--- config.mk ---
export PLATFORM = sky130hd
export DESIGN_NAME = addsub_imm_unit
export DESIGN_NICKNAME = d
export VERILOG_FILES = /design/src/rtl/addsub_imm_pkg.sv /design/src/rtl/aimm_expand.sv /design/src/rtl/addsub_core.sv /design/src/rtl/dest_router.sv /design/src/rtl/addsub_imm_unit.sv
export SDC_FILE = /design/constraint.sdc
export NUM_CORES = 1
export LEC_CHECK = 0
export BUFFER_PORTS_ARGS = -buffer_cell sky130_fd_sc_hd__clkbuf_2
export CORE_UTILIZATION = 55
export CTS_BUF_LIST = sky130_fd_sc_hd__clkbuf_16
export DETAILED_ROUTE_END_ITERATION = 12
export PLACE_DENSITY = 0.83
export SYNTH_ARGS = -nofsm -noshare
export SYNTH_HDL_FRONTEND = slang
export SYNTH_SLANG_ARGS = --single-unit
--- constraint.sdc ---
create_clock -name clk_i -period 1.2 [get_ports clk_i]
set_clock_uncertainty 0.2 [all_clocks]
set_input_delay 0.12 -clock clk_i [delete_from_list [all_inputs] [get_ports clk_i]]
set_output_delay 0.12 -clock clk_i [all_outputs]
set_load 0.05 [all_outputs]
--- src/rtl/addsub_imm_pkg.sv ---
package addsub_imm_pkg;
  typedef struct packed {
    logic n;
    logic z;
    logic c;
    logic v;
  } nzcv_t;
endpackage

--- src/rtl/aimm_expand.sv ---
module aimm_expand #(
  parameter int XLEN      = 64,
  parameter int IMM_W     = 12,
  parameter int IMM_SHIFT = 12
) (
  input  logic [IMM_W-1:0] imm_i,
  input  logic             shift_i,
  output logic [XLEN-1:0]  aimm_o
);
  logic [XLEN-1:0] base;
  assign base   = {{(XLEN-IMM_W){1'b0}}, imm_i};
  assign aimm_o = shift_i ? (base << IMM_SHIFT) : base;
endmodule

--- src/rtl/addsub_core.sv ---
module addsub_core
  import addsub_imm_pkg::*;
#(
  parameter int XLEN = 64
) (
  input  logic [XLEN-1:0] a_i,
  input  logic [XLEN-1:0] b_i,
  input  logic            sub_i,
  input  logic            wide_i,
  output logic [XLEN-1:0] res_o,
  output nzcv_t           flags_o
);
  localparam int HALF = XLEN / 2;

  logic [1:0]      lane_c, lane_v, lane_n;
  logic [XLEN-1:0] lane_res [2];

  // lane 0: narrow width, lane 1: full width
  for (genvar g = 0; g < 2; g++) begin : g_lane
    localparam int LW = (g == 0) ? HALF : XLEN;
    logic [LW-1:0]   a_l, b_l;
    logic [LW:0]     s;
    logic [XLEN-1:0] ext;

    assign a_l = a_i[LW-1:0];
    assign b_l = sub_i ? ~b_i[LW-1:0] : b_i[LW-1:0];
    assign s   = {1'b0, a_l} + {1'b0, b_l} + {{LW{1'b0}}, sub_i};

    always_comb begin
      ext         = '0;
      ext[LW-1:0] = s[LW-1:0];
    end

    assign lane_res[g] = ext;
    assign lane_c[g]   = s[LW];
    assign lane_n[g]   = s[LW-1];
    assign lane_v[g]   = (a_l[LW-1] == b_l[LW-1]) && (s[LW-1] != a_l[LW-1]);
  end

  assign res_o     = lane_res[wide_i];
  assign flags_o.n = lane_n[wide_i];
  assign flags_o.z = (res_o == '0);
  assign flags_o.c = lane_c[wide_i];
  assign flags_o.v = lane_v[wide_i];
endmodule

--- src/rtl/dest_router.sv ---
module dest_router (
  input  logic valid_i,
  input  logic set_flags_i,
  input  logic dst_r31_i,
  output logic gpr_we_o,
  output logic sp_we_o,
  output logic flag_we_o
);
  // index 31: stack pointer without flags, zero register with flags
  assign gpr_we_o  = valid_i && !dst_r31_i;
  assign sp_we_o   = valid_i && dst_r31_i && !set_flags_i;
  assign flag_we_o = valid_i && set_flags_i;
endmodule

--- src/rtl/addsub_imm_unit.sv ---
module addsub_imm_unit
  import addsub_imm_pkg::*;
#(
  parameter int XLEN      = 64,
  parameter int IMM_W     = 12,
  parameter int IMM_SHIFT = 12
) (
  input  logic             clk_i,
  input  logic             rst_ni,
  input  logic             valid_i,
  input  logic             sub_i,
  input  logic             wide_i,
  input  logic             set_flags_i,
  input  logic             shift_i,
  input  logic [IMM_W-1:0] imm_i,
  input  logic [XLEN-1:0]  rn_val_i,
  input  logic [XLEN-1:0]  sp_val_i,
  input  logic             src_r31_i,
  input  logic             dst_r31_i,
  output logic [XLEN-1:0]  result_o,
  output logic             valid_o,
  output logic             gpr_we_o,
  output logic             sp_we_o,
  output logic [3:0]       flags_o
);
  localparam int HALF = XLEN / 2;

  logic [XLEN-1:0] src, aimm, res_d;
  nzcv_t           flags_d, flags_q;
  logic            gpr_we_d, sp_we_d, flag_we_d;

  assign src = src_r31_i ? sp_val_i : rn_val_i;

  aimm_expand #(.XLEN(XLEN), .IMM_W(IMM_W), .IMM_SHIFT(IMM_SHIFT)) u_aimm (
    .imm_i  (imm_i),
    .shift_i(shift_i),
    .aimm_o (aimm)
  );

  addsub_core #(.XLEN(XLEN)) u_core (
    .a_i    (src),
    .b_i    (aimm),
    .sub_i  (sub_i),
    .wide_i (wide_i),
    .res_o  (res_d),
    .flags_o(flags_d)
  );

  dest_router u_route (
    .valid_i    (valid_i),
    .set_flags_i(set_flags_i),
    .dst_r31_i  (dst_r31_i),
    .gpr_we_o   (gpr_we_d),
    .sp_we_o    (sp_we_d),
    .flag_we_o  (flag_we_d)
  );

  always_ff @(posedge clk_i or negedge rst_ni) begin
    if (!rst_ni) begin
      result_o <= '0;
      valid_o  <= 1'b0;
      gpr_we_o <= 1'b0;
      sp_we_o  <= 1'b0;
      flags_q  <= '0;
    end else begin
      valid_o  <= valid_i;
      gpr_we_o <= gpr_we_d;
      sp_we_o  <= sp_we_d;
      if (valid_i) result_o <= res_d;
      if (flag_we_d) flags_q <= flags_d;
    end
  end

  assign flags_o = flags_q;

  AST_FLAG_OP_NO_SP_WRITE: assert property (@(posedge clk_i) disable iff (!rst_ni)
    valid_i && set_flags_i |=> !sp_we_o);
  AST_FLAGS_HOLD: assert property (@(posedge clk_i) disable iff (!rst_ni)
    !(valid_i && set_flags_i) |=> $stable(flags_o));
  AST_IDLE_NO_WRITE: assert property (@(posedge clk_i) disable iff (!rst_ni)
    !valid_i |=> !gpr_we_o && !sp_we_o && !valid_o);
  AST_NARROW_UPPER_CLEAR: assert property (@(posedge clk_i) disable iff (!rst_ni)
    valid_i && !wide_i |=> result_o[XLEN-1:HALF] == '0);
  AST_ONE_DEST: assert property (@(posedge clk_i) disable iff (!rst_ni)
    $onehot0({gpr_we_o, sp_we_o}));
  AST_SP_ROUTE: assert property (@(posedge clk_i) disable iff (!rst_ni)
    valid_i && !set_flags_i && dst_r31_i |=> sp_we_o && !gpr_we_o);
endmodule

==> flow_summary.json, run 1 <==
{
  "outcome": "stopped before the end",
  "lastStage": "4_1_cts",
  "error": "[ERROR DPL-0038] Utilization greater than 100%, impossible to legalize",
  "cts_buffers": 9,
  "hold_buffers": 3,
  "initial_core_util_pct": 57.4,
  "yosysWarnings": 0,
  "ys_ff_latch": 71,
  "postSynthAreaPerCell_um2": 8.28,
  "synth-async-reset-ratio_pct": 100,
  "ys_types": 84,
  "cts_setup_buffers": 106,
  "synth_edf_count": 0,
  "clockRootBuffer": "clkbuf_16",
  "die_w_um": 126,
  "synth.net_count": 1236,
  "ctsResizeCount": 491,
  "clk_path_buf_depth": 2,
  "cts_sinks": 71,
  "h-tree-depth": 3,
  "die_h_um": 126,
  "dp_hpwl_mm": 27.8,
  "numPlacedInstances": 1704,
  "ioPinCount": 220,
  "synthCells": 1023,
  "synth_area_um2": 8470,
  "place_ws_ns": -3.21,
  "rows": 44,
  "gp_congestion": 1.07,
  "synthFlopType": "dfrtp_1",
  "yosysSeqAreaShare_pct": 21.0,
  "placement.io_buffers": 219
}
==> Yosys cell counts, types with 15 or more instances <==
master    instances  share of area (%)
nand2_1         112                5.0
mux2_2          105                 14
a21oi_1          84                5.0
dfrtp_1          71                 21
ha_1             63                9.3
o21ai_0          61                3.6
nor2_1           58                2.6
xnor2_1          45                4.7
clkbuf_1         34                1.5
nand4_1          29                2.1
buf_2            24                1.4
inv_1            24                1.1
xor2_1           23                2.4
a21o_1           22                2.0
nor3_1           19                1.1
nor2b_1          17                1.3
nand3_1          15               0.89
==> cell families after synthesis <==
logic type	count (synthesis)	synth area share, %
buffers and inverters	88	4.48
flip-flops	71	21.0
multiplexers	119	15.8
adder cells (fa/ha/maj)	64	9.54
XOR/XNOR	69	7.22
AND/OR/NAND/NOR	314	18.3
AO/OA/AOI/OAI	298	23.6
==> through the flow <==
stage	util (%)	area, um^2	hold slack [ns]
global placement	86.4	12700	-0.0323
floorplan	-	9280	-0.376
detailed placement	86.4	12700	-0.0238
==> run 2: changes to the inputs <==
--- a/config.mk
+++ b/config.mk
@@ -6,10 +6,9 @@
 export NUM_CORES = 1
 export LEC_CHECK = 0
 export BUFFER_PORTS_ARGS = -buffer_cell sky130_fd_sc_hd__clkbuf_2
-export CORE_UTILIZATION = 55
-export CTS_BUF_LIST = sky130_fd_sc_hd__clkbuf_16
+export CORE_UTILIZATION = 40
 export DETAILED_ROUTE_END_ITERATION = 12
-export PLACE_DENSITY = 0.83
+export PLACE_DENSITY_LB_ADDON = 0.15
 export SYNTH_ARGS = -nofsm -noshare
 export SYNTH_HDL_FRONTEND = slang
 export SYNTH_SLANG_ARGS = --single-unit
==> run 2 against run 1 <==
The flow now finishes, with violations (negative setup slack). Area after synthesis unchanged. Synthesized cell count unchanged.
==> flow_summary.json, run 2 <==
{
  "cts_tree": "done",
  "wl_per_cell_um": 20.6,
  "die_area_um2": 21800,
  "p_seq_share_pct": 16.1,
  "slew_headroom_pct": 58.1,
  "path_max_fanout": 6,
  "clk_transition_reported_paths_ns": 0.06,
  "synth_area_leaders": "dfrtp_1 (21%), mux2_2 (14%), ha_1 (9.3%)",
  "start_kind": "input port",
  "crit_buf_inv": 4,
  "internal_power_uw": 12400,
  "worstPathArrival_ns": 4.10,
  "ys_top_cells_by_count": "nand2_1 (112), mux2_2 (105), a21oi_1 (84), dfrtp_1 (71), ha_1 (63)",
  "r2r_end": "result_o[58]",
  "antenna_found_initial": 0,
  "ioPinCount": 220,
  "route.detailed.drc": 0,
  "yosysSeqAreaShare_pct": 21.0,
  "antenna_left": 0,
  "largest_reg_flops": 64,
  "cts_buffers": 9,
  "grt_max_degree": 72,
  "drt_first_pass_iters": 5,
  "die_w_um": 148,
  "slew_viol_final": 0,
  "critical-path-top-delay-family": "compound AO/OA/AOI/OAI gates",
  "final.period_utilization_pct": 338,
  "synthFlopType": "dfrtp_1",
  "initial_core_util_pct": 41.3,
  "overflow": 0,
  "coreArea_um2": 20500,
  "rows": 52,
  "hold_depth": 4,
  "cts_sinks": 71,
  "dp_hpwl_mm": 26.6,
  "hold_viol": 0,
  "yosysWarnings": 0,
  "num-fill-cells": 1151,
  "synthCells": 1023,
  "finalSetupViolCount": 127,
  "postSynthAreaPerCell_um2": 8.28,
  "layout_common_cells": "buf_4 (412), clkbuf_2 (144), nand2_1 (96), buf_6 (86), mux2_2 (75)",
  "endpoint_kind": "register",
  "ys_ff_latch": 71,
  "place_area_um2": 13100,
  "n_antenna_cell": 0,
  "power_frac_comb_pct": 71.6,
  "final_common_cell": "buf_4",
  "drive_gt1_share_pct": 66.4,
  "fmax_mhz": 247,
  "postLayoutSetupSlackWorst_ns": -2.85,
  "die_h_um": 148,
  "r2r-start": "result_o[58]",
  "drt_iter0_drc": 643,
  "placement.io_buffers": 219,
  "max_cap_violations": 0,
  "yosysTopAreaCell": "dfrtp_1",
  "ys_types": 84,
  "hold_path_class": "input port to register",
  "outcome": "finished with violations",
  "vias": 11200,
  "gp_congestion": 0.995,
  "power_uw": 22300,
  "critPathRequiredTime_ns": 1.24,
  "violations": "negative setup slack",
  "p_per_area_nw_per_um2": 1330,
  "clk_path_buf_depth": 2,
  "worstSetupPathType": "input port to register",
  "cp_slowest_cell": "or4_4",
  "r2r_setup_slack_ns": 0.09,
  "synth_top_area_share_pct": 21.0,
  "synth-async-reset-ratio_pct": 100,
  "worstRegToRegCells": 2,
  "nNetsFinal": 1880,
  "p_sw_uw": 9920,
  "clock_latency_ns": 0.34,
  "area.growth.synth_to_final_pct": 98.7,
  "vias_per_cell": 5.76,
  "synth_area_um2": 8470,
  "cp_slowest_stage_delay_ns": 0.55,
  "cp_cell_sequence": "buf_16, buf_16, mux2i_4, mux2_4, fa_2, nand2b_4, a211oi_4, buf_6, buf_4, o21ai_4, a21oi_1, o21ai_0, o21ai_0, nand3b_1, a211o_1, a2111o_1, or4_4, o31ai_4",
  "largest-register": "result_o",
  "first_global_vias": 10800,
  "holdPathEnd": "flags_o[0]",
  "period_minus_slack_ns": 4.05,
  "switching_share_pct": 44.4,
  "synth_edf_count": 0,
  "grt_usage_pct": 32.3,
  "peakVddDrop_uv": 1210,
  "clockRootBuffer": "clkbuf_16",
  "drt_wl_total_mm": 40.0,
  "final_area_um2": 16800,
  "rsz0062_at_grt": "yes",
  "holdCritStartpoint": "set_flags_i",
  "grt_pass1_wl_mm": 55.3,
  "p_leak_uw": 0.00774,
  "synth.most_common_cell": "nand2_1",
  "synth.net_count": 1236,
  "h-tree-depth": 3,
  "worst_pin_slew_ns": 0.621,
  "clock_power_share_pct": 12.3,
  "hold_slack_ns": 0.0853
}
run 2: cell counts after synthesis:
No cell type changed its count.
run 2: metal layers:
layer	global-route usage [%]	vias to the layer above	routed length [um]
met1	36.9	5321	15000
met4	16.0	0	2700
met3	4.10	212	2050
met5	0	-	0
li1	-	5070	-
met2	59.1	591	20200
run 2: power groups by stage:
stage	logic, uW	clock network (uW)	registers, uW
final	16000	2740	3590
after global routing	16600	2870	3650
after global placement	11600	0	3390
after detailed placement	11700	0	3410
after CTS	13700	2740	3410
after floorplan	4680	0	5590
run 2: worst min-delay path, cell delays in order:
cell and delay [ns]:
clkbuf_2 0.09, nand2_1 0.10, buf_4 0.16, o21ai_1 0.10
run 2: cell families (layout without fill, tap and decap cells):
logic type,after synthesis,after routing,synth area share (%)
compound gates,298,298,23.6
xor+xnor,69,69,7.22
fa+ha+maj,64,64,9.54
buf+inv,88,737,4.48
flops,71,71,21.0
mux,119,119,15.8
simple gates,314,314,18.3
run 2: how the worst max path moves through the flow:
stage	startpoint	endpoint	slack [ns]	cells past startpoint
after global routing	src_r31_i	flags_o[2]	-2.95	18
final	src_r31_i	flags_o[2]	-2.85	18
after global placement	src_r31_i	flags_o[2]	-3.14	15
after floorplan	src_r31_i	flags_o[2]	-2.67	16
after detailed placement	sub_i	flags_o[2]	-3.25	18
after CTS	src_r31_i	flags_o[2]	-2.68	17
run 2: timing repair:
action | CTS | global route
pin swaps | 75 | 59
buffers inserted | 58 | 41
hold buffers | 3 | 0
endpoints found under the hold margin | 73 | 0
gates resized for setup | 300 | 338
gates cloned | 7 | 0
endpoints found under the setup margin | 140 | 140
run 2: stage by stage:
stage,setup slack [ns],std cells,TNS [ns],utilization (%)
6_report,-2.85,1942,-120.66,82.1
5_1_grt,-2.95,1942,-126.30,82.1
4_1_cts,-2.68,1907,-116.29,75.6
3_5_place_dp,-3.25,1826,-145.11,64.1
3_3_place_gp,-3.14,1826,-142.35,64.1
2_1_floorplan,-2.67,1023,-106.04,-
run 2: final cells by class:
class / instances / area (um^2) / area share (%)
clock inverters: 5 / 57.6 / 0.342
flip-flops and latches: 71 / 1780 / 10.6
well taps: 270 / 338 / 2.01
repair buffers: 696 / 5680 / 33.7
multi-input cells: 864 / 8640 / 51.4
inverters: 25 / 93.8 / 0.557
clock buffers: 11 / 243 / 1.44
Power figures use the tool's default switching activity.
==> run 3: changes to the inputs <==
--- a/config.mk
+++ b/config.mk
@@ -11,4 +11,5 @@
 export PLACE_DENSITY_LB_ADDON = 0.15
 export SYNTH_ARGS = -nofsm -noshare
 export SYNTH_HDL_FRONTEND = slang
+export SYNTH_HIERARCHICAL = 1
 export SYNTH_SLANG_ARGS = --single-unit
==> constraint.sdc (replaced) <==
create_clock -name clk_i -period 1.2 [get_ports clk_i]
set_clock_uncertainty 0.2 [all_clocks]
set_input_delay 0.18 -clock clk_i [delete_from_list [all_inputs] [get_ports clk_i]]
set_output_delay 0.18 -clock clk_i [all_outputs]
set_load 0.05 [all_outputs]
==> run 3 against run 2 <==
The run still ends with negative setup slack left. Clock power down 5%. Sequential power up 8.1%. Maximum frequency shrank 7.1%.
==> flow_summary.json, run 3 <==
{
  "outcome": "finished with violations",
  "violations": "negative setup slack",
  "synth-simple-area-share_pct": 15.6,
  "drt_wl_total_mm": 33.8,
  "worstSetupPathType": "input port to register",
  "antenna_found_initial": 0,
  "crit_start": "shift_i",
  "synth_top_family_by_area": "multiplexers",
  "hold_depth": 2,
  "largest-register": "result_o",
  "h-tree-depth": 3,
  "cp_slowest_stage_delay_ns": 0.52,
  "period_minus_slack_ns": 4.36,
  "drt_first_pass_iters": 5,
  "drt_iter0_drc": 561,
  "ys_top_cells_by_count": "mux2_4 (120), a21oi_1 (93), xor2_1 (90), nand2_1 (78), ha_1 (76)",
  "grt_pass1_wl_mm": 50.0,
  "clk_path_buf_depth": 2,
  "first_global_vias": 9564,
  "clockRootBuffer": "clkbuf_16",
  "gp_congestion": 0.892,
  "yosys.area_share.xor_xnor_pct": 10.9,
  "endpoint_kind": "register",
  "final_common_cell": "buf_4",
  "muxShareOfSynthArea_pct": 20.3,
  "postSynthAreaPerCell_um2": 9.18,
  "nNetsFinal": 1893,
  "ys_ff_latch": 71,
  "layout_common_cells": "buf_4 (371), clkbuf_2 (158), mux2_4 (124), dfrtp_1 (69), xor2_1 (69)",
  "clk_transition_reported_paths_ns": 0.06,
  "yosysWarnings": 6,
  "vias": 10100,
  "synth_edf_count": 0,
  "cts_tree": "done",
  "clock_latency_ns": 0.33,
  "cts_sinks": 71,
  "yosysTopAreaCell": "mux2_4",
  "postLayoutSetupSlackWorst_ns": -3.16,
  "grt_usage_pct": 25.7,
  "start_kind": "input port",
  "critical-path-top-delay-family": "simple AND/OR/NAND/NOR gates",
  "vias_per_cell": 5.07,
  "ioPinCount": 220,
  "peakVddDrop_uv": 1380,
  "num-fill-cells": 1815,
  "route.detailed.drc": 0,
  "worstPathArrival_ns": 4.43,
  "die_h_um": 158,
  "path_max_fanout": 5,
  "p_leak_uw": 0.00808,
  "area.growth.synth_to_final_pct": 73.6,
  "hold_viol": 0,
  "rows": 56,
  "synth_compound_area_share_pct": 17.1,
  "synth.most_common_cell": "mux2_4",
  "fmax_mhz": 229,
  "cp_cell_sequence": "buf_8, and2b_1, xor2_2, inv_2, fa_2, nand2b_4, a211oi_4, o21a_1, o2111ai_2, a31o_2, xnor2_1, or4_1, o41a_1, nor3_2, and4bb_1, or4b_4, nor4_4, mux2_4",
  "hold_path_class": "input port to register",
  "wl_per_cell_um": 17.0,
  "largest_reg_flops": 64,
  "critPathRequiredTime_ns": 1.27,
  "cts_buffers": 9,
  "max_cap_violations": 0,
  "slew_viol_final": 0,
  "crit_buf_inv": 2,
  "coreArea_um2": 23600,
  "cp_num_cells": 18,
  "synthAdderAreaFrac_pct": 10.0,
  "synth_top_area_share_pct": 18.6,
  "finalSetupViolCount": 139,
  "antenna_left": 0,
  "synthFlopType": "dfrtp_1",
  "cp_slowest_cell": "or4_1",
  "yosysSeqAreaShare_pct": 18.3,
  "drive_gt1_share_pct": 64.1,
  "dp_hpwl_mm": 26.8,
  "ys_types": 75,
  "rsz0062_at_grt": "yes",
  "placement.io_buffers": 219,
  "synth_area_leaders": "mux2_4 (19%), dfrtp_1 (18%), ha_1 (9.8%)",
  "initial_core_util_pct": 41.1,
  "overflow": 0,
  "synth-async-reset-ratio_pct": 100,
  "holdCritStartpoint": "valid_i",
  "final.period_utilization_pct": 363,
  "worstRegToRegCells": 1,
  "setup_tns_ns": -128.18,
  "r2r-start": "result_o[29]",
  "die_area_um2": 24900,
  "n_antenna_cell": 0,
  "synth_area_um2": 9710,
  "p_per_area_nw_per_um2": 1440,
  "power_uw": 24300,
  "synthCells": 1058,
  "die_w_um": 158,
  "grt_max_degree": 72
}
[run 3: changes by cell type after synthesis, moves of 16 or more]
cell      previous run  this run
xor2_1              23        90
mux2_4               1       120
clkbuf_1            34        16
buf_4                1        42
mux2_2             105        12
and2_1               7        23
nand2_1            112        78
buf_2               24         8
[run 3: logic make-up after synthesis]
logic type / after synthesis
AOI/OAI and AO/OA: 258
xor gates and xnor gates: 121
adders and majority gates: 77
buffers and inverters: 97
DFF: 71
muxes: 134
other: 1
and+or+nand+nor: 299
[run 3: path summary, 6_finish.rpt]
path / slack (ns) / end
max: -3.16 / flags_o[2]
min: 0.04 / valid_o
max reg2reg: 0.17 / result_o[29]
min reg2reg: 0.32 / result_o[6]
max in group asynchronous: 0.24 / result_o[34]
min in group asynchronous: 0.23 / result_o[17]
[run 3: repair_timing]
item	in CTS	in global routing
pin swaps	54	71
buffers inserted	27	25
hold buffers	3	0
hold endpoints to repair	73	0
gates cloned	0	2
endpoints found under the setup margin	139	139
resized for setup	179	254
[run 3: power breakdown]
group | switching (uW) | internal (uW)
Combinational | 9080 | 8720
Clock | 1000 | 1590
Sequential | 704 | 3180
[run 3: metal layers]
layer	track usage, %	vias to the layer above	part of all wire [%]	routed length, um
met5	0	-	0	0
met4	3.51	0	0.61	206
met3	1.81	22	4.0	1350
met2	41.9	307	47	15900
met1	37.6	4791	48	16400
li1	-	4978	-	-
[run 3: final cells by class]
type / instances / area [um^2] / share of cell area [%]
Tap cell: 319 / 399 / 2.37
Timing Repair Buffer: 643 / 5070 / 30.1
Clock buffer: 9 / 225 / 1.34
Inverter: 13 / 48.8 / 0.290
Multi-Input combinational cell: 929 / 9270 / 55.0
Sequential cell: 71 / 1780 / 10.6
Clock inverter: 6 / 62.6 / 0.371
[run 3: metrics by stage]
step | instances | cell area, um^2 | hold slack, ns | setup WS (ns) | util [%]
3_5_place_dp | 1925 | 14300 | 0.0382 | -3.69 | 60.6
6_report | 1990 | 16900 | 0.0424 | -3.16 | 71.4
4_1_cts | 1969 | 15700 | 0.0394 | -3.16 | 66.5
5_1_grt | 1990 | 16900 | 0.0456 | -3.27 | 71.4
3_3_place_gp | 1925 | 14300 | 0.0364 | -3.64 | 60.6
2_1_floorplan | 1097 | 10700 | -0.316 | -3.08 | -
==> run 4: changes to the inputs <==
--- a/config.mk
+++ b/config.mk
@@ -8,7 +8,6 @@
 export BUFFER_PORTS_ARGS = -buffer_cell sky130_fd_sc_hd__clkbuf_2
 export CORE_UTILIZATION = 40
 export DETAILED_ROUTE_END_ITERATION = 12
-export PLACE_DENSITY_LB_ADDON = 0.15
 export SYNTH_ARGS = -nofsm -noshare
 export SYNTH_HDL_FRONTEND = slang
 export SYNTH_HIERARCHICAL = 1
==> constraint.sdc (replaced) <==
create_clock -name clk_i -period 4.7 [get_ports clk_i]
set_clock_uncertainty 0.2 [all_clocks]
set_input_delay 0.705 -clock clk_i [delete_from_list [all_inputs] [get_ports clk_i]]
set_output_delay 0.705 -clock clk_i [all_outputs]
set_load 0.05 [all_outputs]
==> run 4 against run 3 <==
The flow still finishes with violations (negative setup slack). Non-clock buffer count fell by 75. Power decreased by 78%. Clock-buffer cell count did not move. Critical path depth grew 2. Critical endpoint unchanged. Largest cell class unchanged. Global-route usage is 1.0 points lower.
==> flow_summary.json, run 4 (synthesis results as in run 3) <==
{
  "h-tree-depth": 3,
  "period_minus_slack_ns": 5.00,
  "multi_input_area_um2": 7600,
  "slew_viol_final": 0,
  "clk_path_buf_depth": 2,
  "die_w_um": 158,
  "first_global_vias": 9043,
  "cts_sinks": 71,
  "clk_transition_reported_paths_ns": 0.07,
  "internal_power_uw": 2760,
  "p_leak_uw": 0.00712,
  "finalSetupViolCount": 1,
  "ioPinCount": 220,
  "wl_met3_mm": 1.61,
  "rows": 56,
  "cts_tree": "done",
  "seq_area_um2": 1780,
  "initial_core_util_pct": 41.1,
  "nNetsFinal": 1818,
  "hold_buffers": 0,
  "n_antenna_cell": 0,
  "hold_path_class": "input port to async pin",
  "largest_reg_flops": 64,
  "drive_gt1_share_pct": 49.5,
  "grt_max_degree": 72,
  "outcome": "finished with violations",
  "route.detailed.drc": 0,
  "peakVddDrop_uv": 383,
  "clockRootBuffer": "clkbuf_16",
  "drt_first_pass_iters": 6,
  "antenna_found_initial": 0,
  "final_core_util_pct": 58.9,
  "switching_share_pct": 47.2,
  "place_ws_ns": -0.810,
  "rsz0062_at_grt": "yes",
  "slew_headroom_pct": 39.6,
  "grt_usage_pct": 24.7,
  "die_h_um": 158,
  "met2_length_mm": 13.5,
  "clock_power_share_pct": 12.3,
  "violations": "negative setup slack",
  "final.period_utilization_pct": 106,
  "worst_pin_slew_ns": 0.905,
  "final_common_cell": "buf_4",
  "p_seq_share_pct": 18.2,
  "endpoint_kind": "register",
  "wl_per_cell_um": 16.0,
  "worstPathArrival_ns": 5.08,
  "cts_buffers": 9,
  "worstSetupPathType": "input port to register",
  "hold_viol": 0,
  "placement.io_buffers": 219,
  "drt_wl_total_mm": 30.7,
  "critPathRequiredTime_ns": 4.79,
  "die_area_um2": 24900,
  "overflow": 0,
  "area.growth.synth_to_final_pct": 43.3,
  "drt_iter0_drc": 561,
  "start_kind": "input port",
  "vias_per_cell": 5.01,
  "p_per_area_nw_per_um2": 376,
  "max_cap_violations": 0,
  "layout_common_cells": "buf_4 (347), clkbuf_2 (215), mux2_4 (121), xor2_1 (86), a21oi_1 (82)",
  "largest-register": "result_o",
  "power_frac_comb_pct": 69.5,
  "grt_pass1_wl_mm": 47.7,
  "met1Wirelength_mm": 15.1,
  "p_sw_uw": 2460,
  "postLayoutSetupSlackWorst_ns": -0.297,
  "coreArea_um2": 23600,
  "dp_hpwl_mm": 26.2,
  "fmax_mhz": 200,
  "vias": 9594,
  "gp_congestion": 0.935,
  "antenna_left": 0,
  "routed.top_layer": "met4",
  "path_max_fanout": 8,
  "clock_latency_ns": 0.33,
  "num-fill-cells": 2121
}
run 4: changes by cell type in the layout (fill, tap and decap cells not counted), moves of 19 or more:
cell | before | now
buf_6 | 58 | 1
clkbuf_2 | 158 | 215
a21oi_1 | 37 | 82
ha_4 | 35 | 0
clkbuf_8 | 34 | 0
ha_1 | 41 | 74
a21oi_2 | 42 | 11
buf_4 | 371 | 347
o21ai_0 | 19 | 41
nor2_1 | 52 | 71
nor2_2 | 21 | 2
run 4: power by group through the flow:
| stage | combinational [uW] | clock, uW | sequential [uW] |
|---|---|---|---|
| detailed placement | 3520 | 0 | 958 |
| global placement | 3500 | 0 | 958 |
| finish | 3630 | 645 | 951 |
| floorplan | 1460 | 0 | 1620 |
| CTS | 3570 | 664 | 952 |
| global route | 3870 | 683 | 972 |
run 4: worst paths after layout:
path / start / endpoint / slack, ns / cells past startpoint
setup / recovery: shift_i / flags_o[2] / -0.30 / 20
setup reg to reg: result_o[29] / result_o[29] / 3.67 / 1
hold reg to reg: result_o[0] / result_o[0] / 0.31 / 1
min in group clk_i: result_o[0] / result_o[0] / 0.31 / 1
max in group asynchronous: rst_ni / result_o[52] / 3.41 / 1
hold / removal: rst_ni / result_o[27] / 0.29 / 1
run 4: area by class of cell:
cell class / instances / share of cell area [%]
clock buffers: 9 / 1.62
repair buffers: 568 / 27.4
multi-input cells: 929 / 54.6
inverters: 13 / 0.351
clock inverters: 7 / 0.405
flip-flops and latches: 71 / 12.8
well taps: 319 / 2.87
run 4: routing by layer:
metal	global-route usage (%)	up-vias
met5	0	-
li1	-	4825
met4	5.92	0
met1	35.9	4442
met2	38.5	293
met3	2.82	34
run 4: metrics by stage:
| step | hold WS, ns | instances | area [um^2] | power (uW) | TNS, ns |
|---|---|---|---|---|---|
| detailed placement | 0.295 | 1891 | 13300 | 4480 | -2.21 |
| CTS | 0.309 | 1912 | 13800 | 5190 | -0.241 |
| finish | 0.294 | 1916 | 13900 | 5230 | -0.297 |
| global placement | 0.294 | 1891 | 13300 | 4460 | -2.07 |
| floorplan | 0.209 | 1097 | 9930 | 3080 | -0.135 |
| global route | 0.326 | 1916 | 13900 | 5520 | -0.504 |
run 4: what timing repair did:
action                     4_1_cts  5_1_grt
pin swaps                       18        9
gates resized for setup         29       26
setup buffers                    4        4
setup endpoints to repair        1        5
cloned                           1        0
hold endpoints to repair         0        0
run 4: critical path, cell delays in order:
cell,delay (ns)
clkbuf_2,0.11
buf_4,0.16
buf_4,0.14
nor2b_2,0.15
xor2_2,0.10
ha_1,0.35
buf_4,0.13
nand4_1,0.08
a211oi_2,0.32
o21a_1,0.24
o2111ai_2,0.16
a31o_2,0.27
xnor2_1,0.14
or4_1,0.52
o41a_1,0.34
nor3_2,0.16
and4bb_1,0.22
or4b_4,0.46
nor4_2,0.14
mux2_4,0.18
